### src/rtl/tmr_store_check.sv
module tmr_store_check #(
  parameter int W       = 8,
  parameter int RUN_LEN = 6,
  parameter int DEPTH   = 8,
  parameter int CNT_W   = 16
) (
  input  logic             clk,
  input  logic             rst_n,
  input  logic             start,
  input  logic [1:0]       mode,
  input  logic [3*W-1:0]   upset_pat,
  output logic             busy,
  output logic             done,
  output logic             fifo_full,
  output logic             fifo_empty,
  output logic [CNT_W-1:0] corr_cnt,
  output logic [CNT_W-1:0] uncorr_cnt
);
  localparam int AW = $clog2(DEPTH);
  localparam int IW = $clog2(RUN_LEN + 1);

  typedef enum logic [3:0] {
    S_IDLE, S_AWR, S_ARD, S_BWR, S_BR1, S_BR2, S_BR3, S_FILL, S_DRAIN
  } st_t;

  st_t st;
  logic [W-1:0]  r0, r1, r2, seq, exp_v;
  logic [IW-1:0] iter;
  logic [AW:0]   wp [3];
  logic [AW:0]   rp [3];
  logic [AW:0]   wpv, rpv;
  logic [W-1:0]  m0 [DEPTH];
  logic [W-1:0]  m1 [DEPTH];
  logic [W-1:0]  m2 [DEPTH];
  logic [W-1:0]  p0, p1, p2;
  logic [W-1:0]  ca, cb, cc, cexp, vote;
  logic          cmp_en, mism, disagree, push, pop, last_it;

  assign p0 = upset_pat[0 +: W];
  assign p1 = upset_pat[W +: W];
  assign p2 = upset_pat[2*W +: W];

  assign wpv = (wp[0] & wp[1]) | (wp[1] & wp[2]) | (wp[0] & wp[2]);
  assign rpv = (rp[0] & rp[1]) | (rp[1] & rp[2]) | (rp[0] & rp[2]);
  assign fifo_full  = (wpv[AW] != rpv[AW]) && (wpv[AW-1:0] == rpv[AW-1:0]);
  assign fifo_empty = (wpv == rpv);
  assign push = (st == S_FILL) && !fifo_full;
  assign pop  = (st == S_DRAIN) && !fifo_empty;
  assign busy = (st != S_IDLE);
  assign last_it = (iter == IW'(RUN_LEN - 1));

  always_comb begin
    cmp_en = 1'b0;
    ca = r0; cb = r1; cc = r2; cexp = seq;
    case (st)
      S_ARD:   cmp_en = 1'b1;
      S_BR3: begin
        cmp_en = 1'b1;
        ca = r1; cb = r2; cc = r0 ^ p2;
      end
      S_DRAIN: begin
        cmp_en = pop;
        ca = m0[rpv[AW-1:0]]; cb = m1[rpv[AW-1:0]]; cc = m2[rpv[AW-1:0]];
        cexp = exp_v;
      end
      default: ;
    endcase
  end

  assign vote     = (ca & cb) | (cb & cc) | (ca & cc);
  assign mism     = (vote != cexp);
  assign disagree = (ca != vote) || (cb != vote) || (cc != vote);

  always_ff @(posedge clk) begin
    if (push) begin
      m0[wpv[AW-1:0]] <= seq ^ p0;
      m1[wpv[AW-1:0]] <= seq ^ p1;
      m2[wpv[AW-1:0]] <= seq ^ p2;
    end
  end

  always_ff @(posedge clk) begin
    if (!rst_n) begin
      st <= S_IDLE;
      done <= 1'b0;
      seq <= '0; exp_v <= '0; iter <= '0;
      r0 <= '0; r1 <= '0; r2 <= '0;
      corr_cnt <= '0; uncorr_cnt <= '0;
      for (int i = 0; i < 3; i++) begin
        wp[i] <= '0;
        rp[i] <= '0;
      end
    end else begin
      done <= 1'b0;
      for (int i = 0; i < 3; i++) begin
        wp[i] <= wpv + {{AW{1'b0}}, push};
        rp[i] <= rpv + {{AW{1'b0}}, pop};
      end
      if (cmp_en) begin
        if (mism) uncorr_cnt <= uncorr_cnt + 1'b1;
        else if (disagree) corr_cnt <= corr_cnt + 1'b1;
      end
      case (st)
        S_IDLE: if (start) begin
          corr_cnt <= '0; uncorr_cnt <= '0;
          seq <= '0; exp_v <= '0; iter <= '0;
          for (int i = 0; i < 3; i++) begin
            wp[i] <= '0;
            rp[i] <= '0;
          end
          st <= mode[1] ? S_FILL : (mode[0] ? S_BWR : S_AWR);
        end
        S_AWR: begin
          r0 <= seq ^ p0; r1 <= seq ^ p1; r2 <= seq ^ p2;
          st <= S_ARD;
        end
        S_BWR: begin
          r0 <= seq;
          st <= S_BR1;
        end
        S_BR1: begin
          r1 <= r0 ^ p0;
          st <= S_BR2;
        end
        S_BR2: begin
          r2 <= r0 ^ p1;
          st <= S_BR3;
        end
        S_ARD, S_BR3: begin
          seq <= seq + 1'b1;
          if (last_it) begin
            st <= S_IDLE;
            done <= 1'b1;
          end else begin
            iter <= iter + 1'b1;
            st <= (st == S_ARD) ? S_AWR : S_BWR;
          end
        end
        S_FILL: begin
          if (fifo_full) st <= S_DRAIN;
          else seq <= seq + 1'b1;
        end
        S_DRAIN: begin
          if (fifo_empty) begin
            st <= S_IDLE;
            done <= 1'b1;
          end else exp_v <= exp_v + 1'b1;
        end
        default: st <= S_IDLE;
      endcase
    end
  end
endmodule

### config.mk
export PLATFORM = sky130hd
export DESIGN_NAME = tmr_store_check
export DESIGN_NICKNAME = d
export VERILOG_FILES = /design/src/rtl/tmr_store_check.sv
export SDC_FILE = /design/constraint.sdc
export NUM_CORES = 1
export LEC_CHECK = 0
export ABC_AREA = 1
export BUFFER_PORTS_ARGS = -buffer_cell sky130_fd_sc_hd__buf_2
export CAP_MARGIN = 20
export CORE_MARGIN = 2
export CORE_UTILIZATION = 62
export CTS_CLUSTER_DIAMETER = 200
export DETAILED_ROUTE_END_ITERATION = 16
export PLACE_DENSITY = 0.8
export SYNTH_ARGS = -nofsm -noshare
export SYNTH_HDL_FRONTEND = slang
export SYNTH_SLANG_ARGS = --single-unit
### constraint.sdc
create_clock -name clk -period 4.4 [get_ports clk]
set_clock_uncertainty 0.2 [all_clocks]
set_input_delay 0.44 -clock clk [delete_from_list [all_inputs] [get_ports clk]]
set_output_delay 0.44 -clock clk [all_outputs]
set_load 0.01 [all_outputs]
=== Yosys cells after proc, flatten, opt, wreduce, memory -nomap -nowiden ===
Memory sizes are Yosys's and may differ from the RTL's.
Index checks and enable logic that the tools add are counted.

* Output and inout bits: 36
* Memories kept: 5
* Word-level logic and storage cells: 153
* RAM bits: 216
* Flip-flop bits (word level): 80

* Muxes and demuxes: 56
* Reductions and logical operators: 20
* Add/subtract/negate cells: 7
* Bitwise logic cells: 33
* Eq/ne operators: 22

{| class="wikitable"
|+ Memories
! memory !! words !! bits a word !! rd ports !! clocked after Yosys merged registers in !! write ports !! RTL line !! text
|-
| m0 || 8 || 8 || 1 || 0 || 1 || 32 || <nowiki>logic [W-1:0] m0 [DEPTH];</nowiki>
|-
| m1 || 8 || 8 || 1 || 0 || 1 || 33 || <nowiki>logic [W-1:0] m1 [DEPTH];</nowiki>
|-
| m2 || 8 || 8 || 1 || 0 || 1 || 34 || <nowiki>logic [W-1:0] m2 [DEPTH];</nowiki>
|-
| rp || 3 || 4 || 3 || 0 || 3 || 30 || <nowiki>logic [AW:0] rp [3];</nowiki>
|-
| wp || 3 || 4 || 3 || 0 || 3 || 29 || <nowiki>logic [AW:0] wp [3];</nowiki>
|}

{| class="wikitable"
|+ Operator list
! cell !! count
|-
| 2-to-1 mux 16 bit || 9
|-
| one-hot mux 8 bit (2 select lines) || 7
|-
| 2-to-1 mux 4 bit || 15
|-
| bitwise XOR 8 bit || 6
|-
| adder 16 x 1 -> 16 bit, second input constant || 2
|-
| 2-to-1 mux 8 bit || 4
|-
| != test 8 bit || 4
|-
| one-hot mux 4 bit (8 select lines) || 1
|-
| bitwise AND 4 bit || 6
|-
| bitwise AND 8 bit || 3
|-
| one-hot mux 8 bit (3 select lines) || 1
|-
| adder 8 x 1 -> 8 bit, second input constant || 2
|-
| == test 4 x 3 -> 1 bit, second input constant || 4
|-
| bitwise OR 4 bit || 4
|-
| bitwise OR 8 bit || 2
|-
| != test 2 bit, second input constant || 6
|-
| bitwise OR 1 bit || 12
|-
| AND reduction 3 bit || 4
|-
| 2-to-1 mux 1 bit || 10
|-
| nonzero test 2 bit || 5
|-
| 2-to-1 mux 3 bit || 3
|-
| adder 4 x 1 -> 4 bit || 2
|-
| == test 4 x 2 -> 1 bit, second input constant || 2
|-
| 2-to-1 mux 2 bit || 3
|-
| 16 further kinds || 21
|}

=== Depth between registers and ports, before layout ===
Gate-level depths: netlist of run 1.
An unclocked memory read counts as a cell.

* Depth in word-level cells: 17
* Depth in mapped cells: 25
* Depth with buffers taken out: 24

=== Least setup slack after synthesis of run 1 ===
No wires, ideal clock.

* Path kind: flip-flop to flip-flop
* Start: memory rp[0][8] (netlist bit)
* End: memory m0[0][0], enable pin
* Buffers on the path: 3
* Required time: 3.795 ns
* Slack: 1.333 ns
* Setup time: 0.405 ns
* Cell stages (with the launch flop): 11
* Arrival: 2.462 ns
* Cells stage by stage: dfxtp_1 -> buf_2 -> buf_4 -> buf_4 -> xnor2_1 -> nand3_1 -> nor2_1 -> nand2_1 -> nand2_1 -> or2_2 -> nor2_1

{| class="wikitable"
|+ RTL lines
! element !! RTL line
|-
| start: declaration || 30
|-
| end: declaration || 32
|}

=== Final worst setup path of run 1 ===
* Start: register st[1]
* End: register corr_cnt[0]

* Longest elaborated chain between the ends: 13

{| class="wikitable"
|+ RTL lines
! element !! RTL line !! text
|-
| start: declaration || 26 || <nowiki>st_t st;</nowiki>
|-
| start signal: assignment || 111 || <nowiki>st <= mode[1] ? S_FILL : (mode[0] ? S_BWR : S_AWR);</nowiki>
|-
| start signal: assignment || 136 || <nowiki>st <= (st == S_ARD) ? S_AWR : S_BWR;</nowiki>
|-
| == test 4 bit or == test 4 x 3 -> 1 bit (tied branches) || 48, 55 ||
|-
| one-hot mux 8 bit (2 select lines) || 55 || <nowiki>case (st)</nowiki>
|-
| bitwise AND 8 bit || 70 || <nowiki>assign vote = (ca & cb) | (cb & cc) | (ca & cc);</nowiki>
|-
| bitwise OR 8 bit (2 in a row) || 70 ||
|-
| != test 8 bit || 72 || <nowiki>assign disagree = (ca != vote) || (cb != vote) || (cc != vote);</nowiki>
|-
| logical OR 1 bit (2 in a row) || 72 ||
|-
| 2-to-1 mux 16 bit || 101 || <nowiki>else if (disagree) corr_cnt <= corr_cnt + 1'b1;</nowiki>
|-
| 2-to-1 mux 16 bit || 100 || <nowiki>if (mism) uncorr_cnt <= uncorr_cnt + 1'b1;</nowiki>
|-
| 2-to-1 mux 16 bit || 99 || <nowiki>if (cmp_en) begin</nowiki>
|-
| 2-to-1 mux 16 bit || 104 || <nowiki>S_IDLE: if (start) begin</nowiki>
|-
| 2-to-1 mux 16 bit * || 103 || <nowiki>case (st)</nowiki>
|-
| end signal: assignment || 101 ||
|-
| end: declaration || 16 || <nowiki>output logic [CNT_W-1:0] corr_cnt,</nowiki>
|}

Every way passes the cells marked *; elsewhere a longest branch is shown, timed or not.
A chain may end at the register's enable or synchronous reset.

==> results of run 1 <==
-- cells by family after synthesis --
family	share of synthesized area (%)
and+or+nand+nor	25.3
buffers and inverters	9.20
DFF	52.9
AOI/OAI and AO/OA	8.10
xor gates and xnor gates	3.57
adders and majority gates	0.879
muxes	0.0791
-- metrics by stage --
| stage | std cells | util, % | cell area, um2 | power, uW | hold slack, ps |
|---|---|---|---|---|---|
| floorplan | 1699 | - | 14200 | 5110 | 250 |
| global placement | 2000 | 65.4 | 14800 | 5450 | 269 |
| detailed placement | 2000 | 65.4 | 14800 | 5530 | 279 |
| CTS | 2052 | 70.2 | 15900 | 8280 | 45.0 |
| global route | 2052 | 70.2 | 15900 | 8710 | 75.2 |
| finish | 2053 | 70.2 | 15900 | 8310 | 52.4 |
-- layout by cell type (no fill, tap or decap), drive strengths merged --
master,netlist,routed
o22ai,2,2
a211oi,13,13
nand2,413,413
nor4,6,6
o21bai,1,1
and3,1,1
o211ai,16,16
inv,226,228
o21a,3,3
clkbuf,26,35
mux2,1,1
xnor2,27,27
a21oi,54,54
o21ai,110,110
clkinvlp,0,1
edfxtp,192,192
or2,6,6
buf,45,87
nor3,24,24
nand3,142,142
diode,0,1
dfxtp,88,88
clkinv,9,15
nor3b,2,2
nor2,222,222
nand4,23,23
ha,10,10
bufinv,0,8
nand3b,3,3
a31oi,3,3
xor2,31,31
-- power groups by stage --
stage	logic [uW]	clock network [uW]	registers, uW
final	2360	2760	3190
after global routing	2620	2880	3210
after CTS	2310	2780	3190
after detailed placement	2290	0	3240
after global placement	2220	0	3230
after floorplan	1910	0	3200
-- worst max-delay path, cell delays in order, from the launching register on --
cell and delay [ps]:
dfxtp_1 500, inv_2 180, nor2_2 180, nand2_4 190
nand2_4 420, o21ai_0 220, inv_1 80, nand2_1 50
nand2_1 110, nand2_1 80, nand2_2 100, nand2_1 60
nand2_1 50, nand2_1 40, inv_1 40, nand2_1 70
nor2_4 160, nand2_8 120, clkinv_4 200, nand3_1 180
o21ai_1 170, nor2_1 60
-- path summary, 6_finish.rpt --
check | start | to | slack (ps) | cells after the start
worst max-delay path | st[1] | corr_cnt[0] | 800 | 21
worst min-delay path | start | uncorr_cnt[13] | 50 | 4
worst max register to register | st[1] | corr_cnt[0] | 800 | 21
worst min register to register | r1[6] | r1[6] | 290 | 2
-- final cells by class --
class                      count  area, um2
fill                        1699       6720
antenna                        1       2.50
clock buffer                  35        788
tap                          285        357
multi-input combinational   1113       5420
inverter                     235        891
timing repair buffer          87        568
sequential                   280       7530
clock inverter                17        299
-- state kept, by name (all words and copies together) (netlist names) --
name and cells:
m0 64, m1 64, m2 64, corr_cnt 16, uncorr_cnt 16, exp_v 8
r0 8, r1 8, r2 8, seq 8, rp 4, st 4
wp 4, iter 3, done 1
-- layer usage --
| layer | track usage [%] | share of wire, % | vias up |
|---|---|---|---|
| met1 | 38.7 | 41 | 5322 |
| met4 | 12.3 | 3.9 | 0 |
| met3 | 5.21 | 8.4 | 109 |
| met5 | 0 | 0 | - |
| met2 | 49.2 | 47 | 519 |
| li1 | - | - | 5626 |
==> flow_summary.yaml, run 1 <==
status:
  status: "complete, no violations"
drt:
  wl_um: 35400
  vias: 11600
  firstDrtPassIters: 6
  avgRoutedWirePerCell_um: 17.3
  drtAntennaViolNets: 0
  route.detailed.drc: 0
  drtIter0Drc: 1018
  via_per_inst: 5.64
die:
  core_region_area_um2: 22600
  die_h_um: 156
  die_area_um2: 24200
  die_x_um: 156
  io_pins: 65
  initial_core_util_pct: 63.1
  rows: 55
logic_synthesis:
  synth.cell_area_um2: 14200
  synth.ff_latch_count: 280
  yosysSeqAreaShare_pct: 52.9
  postSynth.asyncResetShare_pct: 0
  synth.most_common_cell: "nand2_1"
  yosysWarnings: 0
  synth_edf_count: 192
  synthFlopType: "edfxtp_1"
  synth_cell_types: 50
  synth_top_area_share_pct: 40.5
  syn-num-nets: 1738
  synth.top_cells.by_count: "nand2_1 (401), inv_1 (215), nor2_1 (212)"
  syn_area_per_cell_um2: 8.38
  synthTopCellsByArea: "edfxtp_1 (41%), dfxtp_1 (12%), nand2_1 (11%)"
  netlist_instances: 1699
  yosys.area.top_type: "edfxtp_1"
placement:
  preCtsSetupSlack_ps: 878
  port_buffers: 64
  dp_hpwl_um: 23600
  place_congestion: 0.966
pwr:
  p_leak_uw: 0.00664
  p_comb_share_pct: 28.4
  switching_power_uw: 2840
  power_density_nw_per_um2: 524
  swShare_pct: 34.1
  clockPowerShare_pct: 33.2
  sequentialPowerShare_pct: 38.4
  ir_worst_vdd_uv: 560
  p_int_uw: 5470
clock_tree:
  cts_tree: "yes"
  clkSinkCount: 280
  clk_pin_slew_ps: 70
  post-cts-setup-buffer-count: 0
  cts_made_buffers: 28
  ctsResizeCount: 0
  clk_latency_ps: 540
  cts_max_level: 1
  ctsHoldBuffers: 0
  root_buffer: "clkbuf_16"
  clock_path_buffers: 3
run:
  drv_cap: 0
timing:
  worstMarginPinSlew_ps: 916
  relSlewSlack_pct: 38.7
  fmax_mhz: 277
  finalSetupViolations: 0
  drv_slew: 0
  fin_crit_ps: 3600
  tns_ps: 0
  fin_crit_sh_pct: 81.9
  rsz0062_at_grt: "no"
  hold_viol: 0
  postLayoutSetupSlackWorst_ps: 796
setup_path:
  crit_type: "reg2reg"
  crit_arrival_ps: 3830
  cp-start-kind: "flop"
  cp.required_ps: 4630
  crit_path_max_fanout: 43
  critPathCaptureType: "flop"
global_routing:
  track_usage_pct: 29.6
  grt_max_degree: 82
  grt_first_pass_wirelength_um: 56300
  grt_overflow_total: 0
  first_global_vias: 11100
  antenna_found_initial: 0
cells_and_area:
  syn2layout_area_growth_pct: 11.4
  drive_above_1_share_pct: 11.2
  layout.nets: 1784
worst_hold_path:
  hold_class: "in2reg"
Note: power is estimated with default switching activity, not from simulation.
==> run 2: changes to the inputs <==
--- a/config.mk
+++ b/config.mk
@@ -9,10 +9,10 @@
 export BUFFER_PORTS_ARGS = -buffer_cell sky130_fd_sc_hd__buf_2
 export CAP_MARGIN = 20
 export CORE_MARGIN = 2
-export CORE_UTILIZATION = 62
+export CORE_UTILIZATION = 56
 export CTS_CLUSTER_DIAMETER = 200
 export DETAILED_ROUTE_END_ITERATION = 16
-export PLACE_DENSITY = 0.8
+export PLACE_DENSITY = 0.77
 export SYNTH_ARGS = -nofsm -noshare
 export SYNTH_HDL_FRONTEND = slang
 export SYNTH_SLANG_ARGS = --single-unit
==> constraint.sdc (replaced) <==
create_clock -name clk -period 3.3 [get_ports clk]
set_clock_uncertainty 0.2 [all_clocks]
set_input_delay 0.33 -clock clk [delete_from_list [all_inputs] [get_ports clk]]
set_output_delay 0.33 -clock clk [all_outputs]
set_load 0.01 [all_outputs]
==> run 2 against run 1 <==
Non-clock buffer count rose by 22. Combinational power rose by 42%. Critical path type unchanged. Sequential share of layout area fell by 0.80 points. Critical endpoint is now corr_cnt[6]. Critical path depth fell by 1. Utilization fell by 5.8 points. Count of clock-buffer cells in the layout rose by 5.
==> flow_summary.yaml, run 2 (synthesized netlist as in run 1, its figures left out) <==
status:
  status: "complete, no violations"
pwr:
  finalPower_uw: 11200
  ir_worst_vdd_uv: 517
  power_density_nw_per_um2: 693
  p_leak_uw: 0.00675
drt:
  drtAntennaViolNets: 0
  avgRoutedWirePerCell_um: 17.2
  via_per_inst: 5.55
  drtIter0Drc: 1212
  wl_um: 36600
  top_layer: "met4"
  routedLengthMet1_um: 14900
  vias: 11800
  met3_length_um: 3130
  met2_wirelength_um: 17100
  firstDrtPassIters: 6
  route.detailed.drc: 0
cells_and_area:
  nFillCells: 1981
  drive_above_1_share_pct: 12.0
  instances_no_fill: 2124
  regArea_um2: 7530
  multi_input_comb_area_um2: 5440
  syn2layout_area_growth_pct: 13.3
  layout.nets: 1808
  layout_commonest_cell: "nand2_1"
  layout_common_cells: "nand2_1 (401), inv_1 (215), nor2_1 (204), edfxtp_1 (192), nand3_1 (140)"
clock_tree:
  cts_max_level: 1
  clkSinkCount: 280
  root_buffer: "clkbuf_16"
  clk_pin_slew_ps: 70
  cts_tree: "yes"
  clock_path_buffers: 3
  clk_latency_ps: 560
  cts_made_buffers: 30
die:
  die_area_um2: 26700
  die_x_um: 163
  die_h_um: 163
  initial_core_util_pct: 56.9
  core_region_area_um2: 25000
  rows: 58
  io_pins: 65
timing:
  finalSetupViolations: 0
  fin_crit_sh_pct: 93.5
  relSlewSlack_pct: 47.3
  hold_viol: 0
  rsz0062_at_grt: "no"
  drv_slew: 0
  worstMarginPinSlew_ps: 787
  tns_ps: 0
  fin_crit_ps: 3080
  fmax_mhz: 324
setup_path:
  cp-startpoint: "st[0]"
  cp.required_ps: 3530
  critPathCaptureType: "flop"
  cp-start-kind: "flop"
  rr_startpoint: "st[0]"
  crit_arrival_ps: 3320
  reg2reg_depth: 20
  crit_type: "reg2reg"
  crit_path_max_fanout: 28
global_routing:
  track_usage_pct: 27.8
  grt_overflow_total: 0
  first_global_vias: 11200
  antenna_found_initial: 1
  grt_first_pass_wirelength_um: 57800
  grt_max_degree: 64
placement:
  port_buffers: 64
  dp_hpwl_um: 23600
  dp.cells: 2062
  place_congestion: 0.966
worst_hold_path:
  hold_start: "upset_pat[5]"
  min_delay_path_depth: 5
  hold_class: "in2reg"
run:
  drv_cap: 0
run 2: changes by cell type in the layout (fill, tap and decap cells not counted), moves of 2 or more:
| cell | delta |
|---|---|
| dlygate4sd3_1 | +2 |
| bufinv_16 | -2 |
| clkbuf_1 | +5 |
| clkinv_4 | -2 |
| buf_12 | +4 |
| clkbuf_16 | +2 |
| clkbuf_8 | -2 |
| clkinv_1 | +3 |
| buf_4 | +15 |
run 2: where the power goes:
part,switching (uW),leakage (uW),internal [uW],total [uW]
clock,1370,0.000517,2220,3590
sequential,198,0.00244,4050,4240
combinational,2310,0.00380,1040,3340
total,3870,0.00675,7300,11200
run 2: per-stage QoR:
step / hold WS, ps / cell area [um2] / setup slack (ps) / util (%)
after floorplan: 250 / 14200 / 233 / -
after global placement: 269 / 15000 / 305 / 59.9
after detailed placement: 274 / 15000 / 144 / 59.9
after CTS: 9.04 / 16100 / 125 / 64.2
after global routing: 70.7 / 16100 / 2.38 / 64.4
final: 18.0 / 16100 / 216 / 64.4
run 2: final timing paths:
check             slack (ps)           to
hold / removal            20        r1[5]
setup reg to reg         220  corr_cnt[6]
hold reg to reg          280        r1[6]
setup / recovery         220  corr_cnt[6]
run 2: critical path: stages, from the launching register on:
cell,delay (ps)
dfxtp_1,380
nor2_4,180
nand3_4,170
inv_4,160
buf_12,190
nand3_1,170
nand2_1,100
nand2_1,60
nor2_1,140
inv_1,100
nand2_1,60
o21ai_1,80
nor2_1,120
nand2_1,80
nor2_1,140
nand3_2,140
buf_8,200
nand3_1,100
nand2_1,70
nand2_1,50
nor2_1,30
run 2: cell type report:
class,count,area share (%)
Antenna cell,1,0.0155
Multi-Input combinational cell,1113,33.7
Sequential cell,280,46.7
Clock buffer,40,5.14
Inverter,235,5.55
Clock inverter,16,1.39
Tap cell,330,2.56
Timing Repair Buffer,109,4.93
run 2: per-layer routing:
metal | global-route usage (%) | vias up
met5 | 0 | -
met4 | 12.0 | 0
met3 | 4.72 | 114
met2 | 45.8 | 515
met1 | 36.3 | 5485
li1 | - | 5674
run 2: what timing repair did:
item	4_1_cts	5_1_grt
gates resized for setup	0	7
buffers inserted	0	3
setup endpoints to repair	0	19
hold endpoints to repair	2	0
hold buffers	2	0
